## src/rtl/csw_pkg.sv

```systemverilog
package csw_pkg;

    typedef enum logic [1:0] {
        ST_RUN   = 2'd0,
        ST_DRAIN = 2'd1,
        ST_SLEEP = 2'd2
    } csw_state_e;

    typedef enum logic {
        WK_INT = 1'b0,
        WK_EVT = 1'b1
    } csw_kind_e;

endpackage

```

## src/rtl/csw_sync.sv

```systemverilog
// Two-flop synchronizer; flops reset to RST_VAL (inactive level).
module csw_sync #(
    parameter int         W       = 1,
    parameter logic [W-1:0] RST_VAL = '1
) (
    input  logic         clk,
    input  logic         rst_n,
    input  logic [W-1:0] din,
    output logic [W-1:0] dout
);
    logic [W-1:0] meta_q;
    logic [W-1:0] sync_q;

    always_ff @(posedge clk or negedge rst_n) begin
        if (!rst_n) begin
            meta_q <= RST_VAL;
            sync_q <= RST_VAL;
        end else begin
            meta_q <= din;
            sync_q <= meta_q;
        end
    end

    assign dout = sync_q;
endmodule

```

## src/rtl/csw_svc_win.sv

```systemverilog
// Service clock window: open while any request is valid, plus one tail cycle.
module csw_svc_win #(
    parameter int N_SRC = 3
) (
    input  logic             clk,
    input  logic             rst_n,
    input  logic [N_SRC-1:0] svc_vld,
    output logic             win_open
);
    logic any_vld;
    logic tail_q;

    assign any_vld = |svc_vld;

    always_ff @(posedge clk or negedge rst_n) begin
        if (!rst_n) tail_q <= 1'b0;
        else        tail_q <= any_vld;
    end

    assign win_open = any_vld | tail_q;
endmodule

```

## src/rtl/csw_fsm.sv

```systemverilog
module csw_fsm
    import csw_pkg::*;
(
    input  logic clk,
    input  logic rst_n,
    input  logic soft_rst,
    input  logic wait_req,
    input  logic wait_kind,
    input  logic drained,
    input  logic wake_int,
    input  logic wake_evt,
    input  logic svc_win,
    output logic core_clk_en,
    output logic standby_int,
    output logic standby_evt
);
    csw_state_e state_q, state_d;
    csw_kind_e  kind_q,  kind_d;
    logic       pend_q,  pend_d;
    csw_kind_e  req_kind;
    logic       wake_req_kind;
    logic       wake_cur_kind;

    assign req_kind      = csw_kind_e'(wait_kind);
    assign wake_req_kind = (req_kind == WK_EVT) ? wake_evt : wake_int;
    assign wake_cur_kind = (kind_q   == WK_EVT) ? wake_evt : wake_int;

    // Next-state logic
    always_comb begin
        state_d = state_q;
        kind_d  = kind_q;
        pend_d  = pend_q;
        unique case (state_q)
            ST_RUN: begin
                pend_d = 1'b0;
                if (wait_req) begin
                    kind_d  = req_kind;
                    pend_d  = wake_req_kind;
                    state_d = drained ? ST_SLEEP : ST_DRAIN;
                end
            end
            ST_DRAIN: begin
                pend_d = pend_q | wake_cur_kind;
                if (drained) state_d = ST_SLEEP;
            end
            ST_SLEEP: begin
                if (wake_cur_kind || pend_q) begin
                    state_d = ST_RUN;
                    pend_d  = 1'b0;
                end
            end
            default: begin
                state_d = ST_RUN;
                pend_d  = 1'b0;
            end
        endcase
        if (soft_rst) begin
            state_d = ST_RUN;
            pend_d  = 1'b0;
        end
    end

    // State register
    always_ff @(posedge clk or negedge rst_n) begin
        if (!rst_n) begin
            state_q <= ST_RUN;
            kind_q  <= WK_INT;
            pend_q  <= 1'b0;
        end else begin
            state_q <= state_d;
            kind_q  <= kind_d;
            pend_q  <= pend_d;
        end
    end

    // Outputs
    always_comb begin
        core_clk_en = 1'b1;
        standby_int = 1'b0;
        standby_evt = 1'b0;
        unique case (state_q)
            ST_RUN, ST_DRAIN: core_clk_en = 1'b1;
            ST_SLEEP: begin
                core_clk_en = svc_win;
                standby_int = (kind_q == WK_INT);
                standby_evt = (kind_q == WK_EVT);
            end
            default: core_clk_en = 1'b1;
        endcase
    end
endmodule

```

## src/rtl/core_standby_ctrl.sv

```systemverilog
module core_standby_ctrl #(
    parameter int CNT_W = 4
) (
    input  logic             clk,
    input  logic             rst_n,
    input  logic             soft_rst,
    input  logic             wait_req,
    input  logic             wait_kind,
    input  logic [CNT_W-1:0] pend_loads,
    input  logic [CNT_W-1:0] pend_stores,
    input  logic             irq_n,
    input  logic             fiq_n,
    input  logic             dbg_wake,
    input  logic             event_in,
    input  logic             snoop_req,
    input  logic             maint_req,
    input  logic             dbgreg_req,
    output logic             core_clk_en,
    output logic             standby_int,
    output logic             standby_evt
);
    localparam int N_IRQ = 2;
    localparam int N_SVC = 3;

    logic [N_IRQ-1:0] irq_raw_n;
    logic [N_IRQ-1:0] irq_sync_n;
    logic             drained;
    logic             wake_int;
    logic             wake_evt;
    logic             svc_win;

    assign irq_raw_n = {fiq_n, irq_n};

    csw_sync #(.W(N_IRQ), .RST_VAL({N_IRQ{1'b1}})) u_sync (
        .clk   (clk),
        .rst_n (rst_n),
        .din   (irq_raw_n),
        .dout  (irq_sync_n)
    );

    csw_svc_win #(.N_SRC(N_SVC)) u_svc (
        .clk      (clk),
        .rst_n    (rst_n),
        .svc_vld  ({dbgreg_req, maint_req, snoop_req}),
        .win_open (svc_win)
    );

    assign drained  = (pend_loads == '0) && (pend_stores == '0);
    assign wake_int = (~&irq_sync_n) | dbg_wake;
    assign wake_evt = wake_int | event_in;

    csw_fsm u_fsm (
        .clk         (clk),
        .rst_n       (rst_n),
        .soft_rst    (soft_rst),
        .wait_req    (wait_req),
        .wait_kind   (wait_kind),
        .drained     (drained),
        .wake_int    (wake_int),
        .wake_evt    (wake_evt),
        .svc_win     (svc_win),
        .core_clk_en (core_clk_en),
        .standby_int (standby_int),
        .standby_evt (standby_evt)
    );
endmodule

```

## config.mk

```make
export PLATFORM = sky130hd
export DESIGN_NAME = core_standby_ctrl
export DESIGN_NICKNAME = d
export VERILOG_FILES = /design/src/rtl/csw_pkg.sv /design/src/rtl/csw_sync.sv /design/src/rtl/csw_svc_win.sv /design/src/rtl/csw_fsm.sv /design/src/rtl/core_standby_ctrl.sv
export SDC_FILE = /design/constraint.sdc
export NUM_CORES = 1
export LEC_CHECK = 0
export ABC_AREA = 1
export ABC_CLOCK_PERIOD_IN_PS = 1400
export CAP_MARGIN = 20
export CORE_AREA = 2 2 39 41
export DETAILED_ROUTE_END_ITERATION = 12
export DIE_AREA = 0 0 41 43
export GPL_ROUTABILITY_DRIVEN = 0
export HOLD_SLACK_MARGIN = 0.02
export PLACE_DENSITY = 0.69
export SYNTH_ARGS = -nofsm -noshare
export SYNTH_HDL_FRONTEND = slang
export SYNTH_SLANG_ARGS = --single-unit
export TNS_END_PERCENT = 1
```

## constraint.sdc

```tcl
create_clock -name clk -period 1.4 [get_ports clk]
set_input_delay 0.35 -clock clk [delete_from_list [all_inputs] [get_ports clk]]
set_output_delay 0.35 -clock clk [all_outputs]
set_load 0.02 [all_outputs]
```

==> run summary <==
=======================================================================================
Post-synthesis sequential area ratio                                              52.4%
Max-capacitance violation count                                                       0
Total setup violations reported at the end of the flow                                1
Num ports                                                                            23
CP peak stage delay                                                              390 ps
Headroom to the max-slew limit                                                    73.3%
Dominant cell type by area after synthesis                                 sky130_fd_sc_hd__dfrtp_1
Power, Total                                                                     956 uW
Launch point of the critical path                                          u_fsm.state_q[0]
Routed wire length per instance                                                 9.75 um
Post-Synthesis Mean Instance Area                                            7.70 sq um
GRT overflow                                                                          0
Synthesized netlist cell count                                                       57
Min-Delay Endpoint                                                         u_sync.dout[0]
Critical path class                                                        register to output pin
Net count, final                                                                    112
Netlist cell types                                                                   14
Final hold viol count                                                                 0
Combined area of the multi-input logic cells                                  188 sq um
CP top delay family                                                          flip-flops
Critical-path cell with the highest stage delay                            sky130_fd_sc_hd__dfrtp_1
Most instantiated flip-flop cell in the synthesis netlist                  sky130_fd_sc_hd__dfrtp_1
Detailed-routing iteration count for the pre-antenna-repair pass                      5
Ys Warns                                                                              0
Fillers                                                                             126
P&R area growth vs syn                                                            75.8%
Min setup slack post-route                                                    -0.119 ps
Count of flip-flops with a built-in enable after synthesis                            0
Sequential fraction of design power                                               36.9%
Antenna violations before repair                                                      0
H-tree lvl count                                                                      1
Switching pwr                                                                    312 uW
CP cell instances                                                          inv_2, nand2_4, nor2_2, nand2_1, buf_6
Nature of the critical path startpoint                                         register
Peak VDD IR                                                                  0.000815 V
Most area-consuming cells after synthesis                                  sky130_fd_sc_hd__dfrtp_1 28%, sky130_fd_sc_hd__dfstp_2 24%, sky130_fd_sc_hd__nor2_1 12%
Reg-to-reg startpoint                                                      u_sync.dout[1]
Worst-Margin Slew                                                                400 ps
Inserted Clock Buffers                                                                3
Netlist area before placement                                                 439 sq um
Port buffer count                                                                    22
Failing checks                                                             negative setup slack
Class of the worst hold path                                               register to register
Most numerous cell types in the synthesized netlist                        14 x sky130_fd_sc_hd__nor2_1, 12 x sky130_fd_sc_hd__nand2_1, 8 x sky130_fd_sc_hd__inv_1
Most numerous cell in the Yosys netlist                                    sky130_fd_sc_hd__nor2_1
Yosys top cell area share                                                         28.5%
Area of the placeable core                                                 0.00138 sq mm
Sequential cell area                                                          230 sq um
Data arrival time at the worst-slack endpoint                                   1050 ps
Cell depth of the worst hold path                                                     0
Cell Rows                                                                            14
Critical path capture point type                                             output pin
CTS sink count                                                                        9
CTS root buf                                                               sky130_fd_sc_hd__clkbuf_4
Internal power summed over all cells                                             644 uW
Chip height                                                                       43 um
Hold Slack                                                                       356 ps
Run status                                                                 finished with violations
Reg-to-reg slack, setup                                                          230 ps
Final number of max-transition violations                                             0
Share of post-route cells with drive strength above 1                             29.7%
Share of async-settable or async-resettable flops after synthesis                  100%
Clock group share of total power                                                  20.9%
Total die area                                                             0.00176 sq mm
ANT cells                                                                             0
Global router's overall resource usage                                            14.5%
Cell area power density                                                    1240 mW/mm^2
Largest fanout on the critical path                                                   4
Synthesis-stage register bit count                                                    9
Die width                                                                         41 um
Clock insertion delay at the later pin of the skew report                        260 ps
End-of-flow core utilization                                                      55.8%
Minimum clock period after layout                                               1400 ps
Reg2reg end                                                                u_fsm.state_q[1]
Switching part of the total power                                                 32.7%
Vias after detailed routing                                                         439
Critical path required time                                                     1050 ps
Via count of the first global-routing pass                                          404
Routed Wire Length                                                              1.04 mm
Number of violations reported at the end of detailed-routing iteration 0              9
Setup repair after global routing missed its margin                                true
DRT antenna net count                                                                 0
R2r worst-path depth                                                                  7
Portion of total power attributed to combinational logic                          42.2%
Clock Skew                                                                      5.95 ps
Final HPWL DP                                                                    851 um
Global-route wire length before repair                                          1.66 mm
Timing-limited maximum frequency                                                714 MHz
Net count after synthesis                                                            77
Cell leakage power                                                             0.376 nW
Final cycle utilization of the critical path                                       100%
CP bufs+invs                                                                          2
Worst hold start                                                           u_sync.meta_q[0]
Detailed-route DRC error count                                                        0
Number of buffers between clock root and the deepest sink                             2
Clock tree from TritonCTS                                                          done
Clock slew seen by the registers of the worst setup and hold paths                70 ps
Post-detailed-route via-to-cell ratio                                              4.10
Maximum number of pins on one net before global-route repair                         10
Initial standard-cell utilization of the core                                     31.7%
=======================================================================================
==> cells by family after synthesis <==
kind of cell	synth area share, %
AOI/OAI and AO/OA	6.27
buffers and inverters	7.69
DFF	52.4
and+or+nand+nor	33.6
==> worst max-delay path by stage <==
stage | to | slack (ps) | depth (start not counted)
4_1_cts | core_clk_en | -30 | 5
2_1_floorplan | standby_evt | 240 | 3
3_5_place_dp | core_clk_en | -580 | 4
3_3_place_gp | core_clk_en | -530 | 4
5_1_grt | core_clk_en | -80 | 5
6_report | core_clk_en | -0.1 | 5
==> power groups by stage <==
stage                     combinational, mW  clock [mW]  sequential [mW]
after floorplan                       0.174           0            0.357
after detailed placement              0.376           0            0.354
after CTS                             0.367       0.207            0.349
after global routing                  0.454       0.228            0.358
after global placement                0.371           0            0.351
final                                 0.403       0.200            0.353
==> through the flow <==
| stage | instances | TNS, ps | instance area, sq um | setup WS [ps] |
|---|---|---|---|---|
| 6_report | 107 | -0.119 | 772 | -0.119 |
| 2_1_floorplan | 57 | 0 | 439 | 235 |
| 3_3_place_gp | 102 | -849 | 732 | -526 |
| 4_1_cts | 106 | -32.3 | 752 | -32.3 |
| 3_5_place_dp | 102 | -928 | 732 | -575 |
| 5_1_grt | 107 | -182 | 772 | -77.9 |
==> routing by layer <==
layer | up-vias | global-route usage (%) | share of wire [%]
li1 | 239 | - | -
met1 | 191 | 15.8 | 39
met2 | 9 | 24.1 | 57
met3 | 0 | 3.14 | 4.7
met4 | 0 | 8.00 | 0
met5 | - | 0 | 0
==> flip-flops by register name, indices dropped and copies added (netlist names) <==
signal         flops
u_fsm.state_q      2
u_sync.dout        2
u_sync.meta_q      2
u_fsm.kind_q       1
u_fsm.pend_q       1
u_svc.tail_q       1
==> repair_timing <==
| action | 4_1_cts | 5_1_grt |
|---|---|---|
| pin swaps | 2 | 0 |
| endpoints found under the setup margin | 3 | 3 |
| hold buffers | 0 | 0 |
| setup buffers | 0 | 1 |
| resized for setup | 18 | 4 |
| cloned | 0 | 0 |
==> cell usage in the layout (no fill, tap or decap), drive strengths merged <==
| master | n |
|---|---|
| o21bai | 1 |
| dlygate4sd2 | 3 |
| nand2 | 14 |
| inv | 9 |
| clkbuf | 3 |
| o21ai | 3 |
| nand3 | 2 |
| a21oi | 1 |
| dfstp | 4 |
| clkdlybuf4s50 | 16 |
| buf | 11 |
| clkinv | 1 |
| nor2 | 16 |
| dfrtp | 5 |
| nor3 | 2 |
==> cell type report <==
class / count / share of cell area [%]
clock buffer: 3 / 2.92
clock inverter: 1 / 0.648
multi-input combinational: 39 / 24.3
tap: 16 / 2.59
inverter: 9 / 4.38
timing repair buffer: 30 / 35.3
sequential: 9 / 29.8
==> worst reg2reg max path, cell delays in order (launching register included) <==
cell                      delay (ps)
sky130_fd_sc_hd__dfstp_2         530
sky130_fd_sc_hd__nand3_1         120
sky130_fd_sc_hd__nor2_1          140
sky130_fd_sc_hd__nand2_2          70
sky130_fd_sc_hd__nand2_1          80
sky130_fd_sc_hd__nor2_1           40
sky130_fd_sc_hd__nand2_1          50
sky130_fd_sc_hd__nand2_1          50
Note: power is estimated with default switching activity, not from simulation.
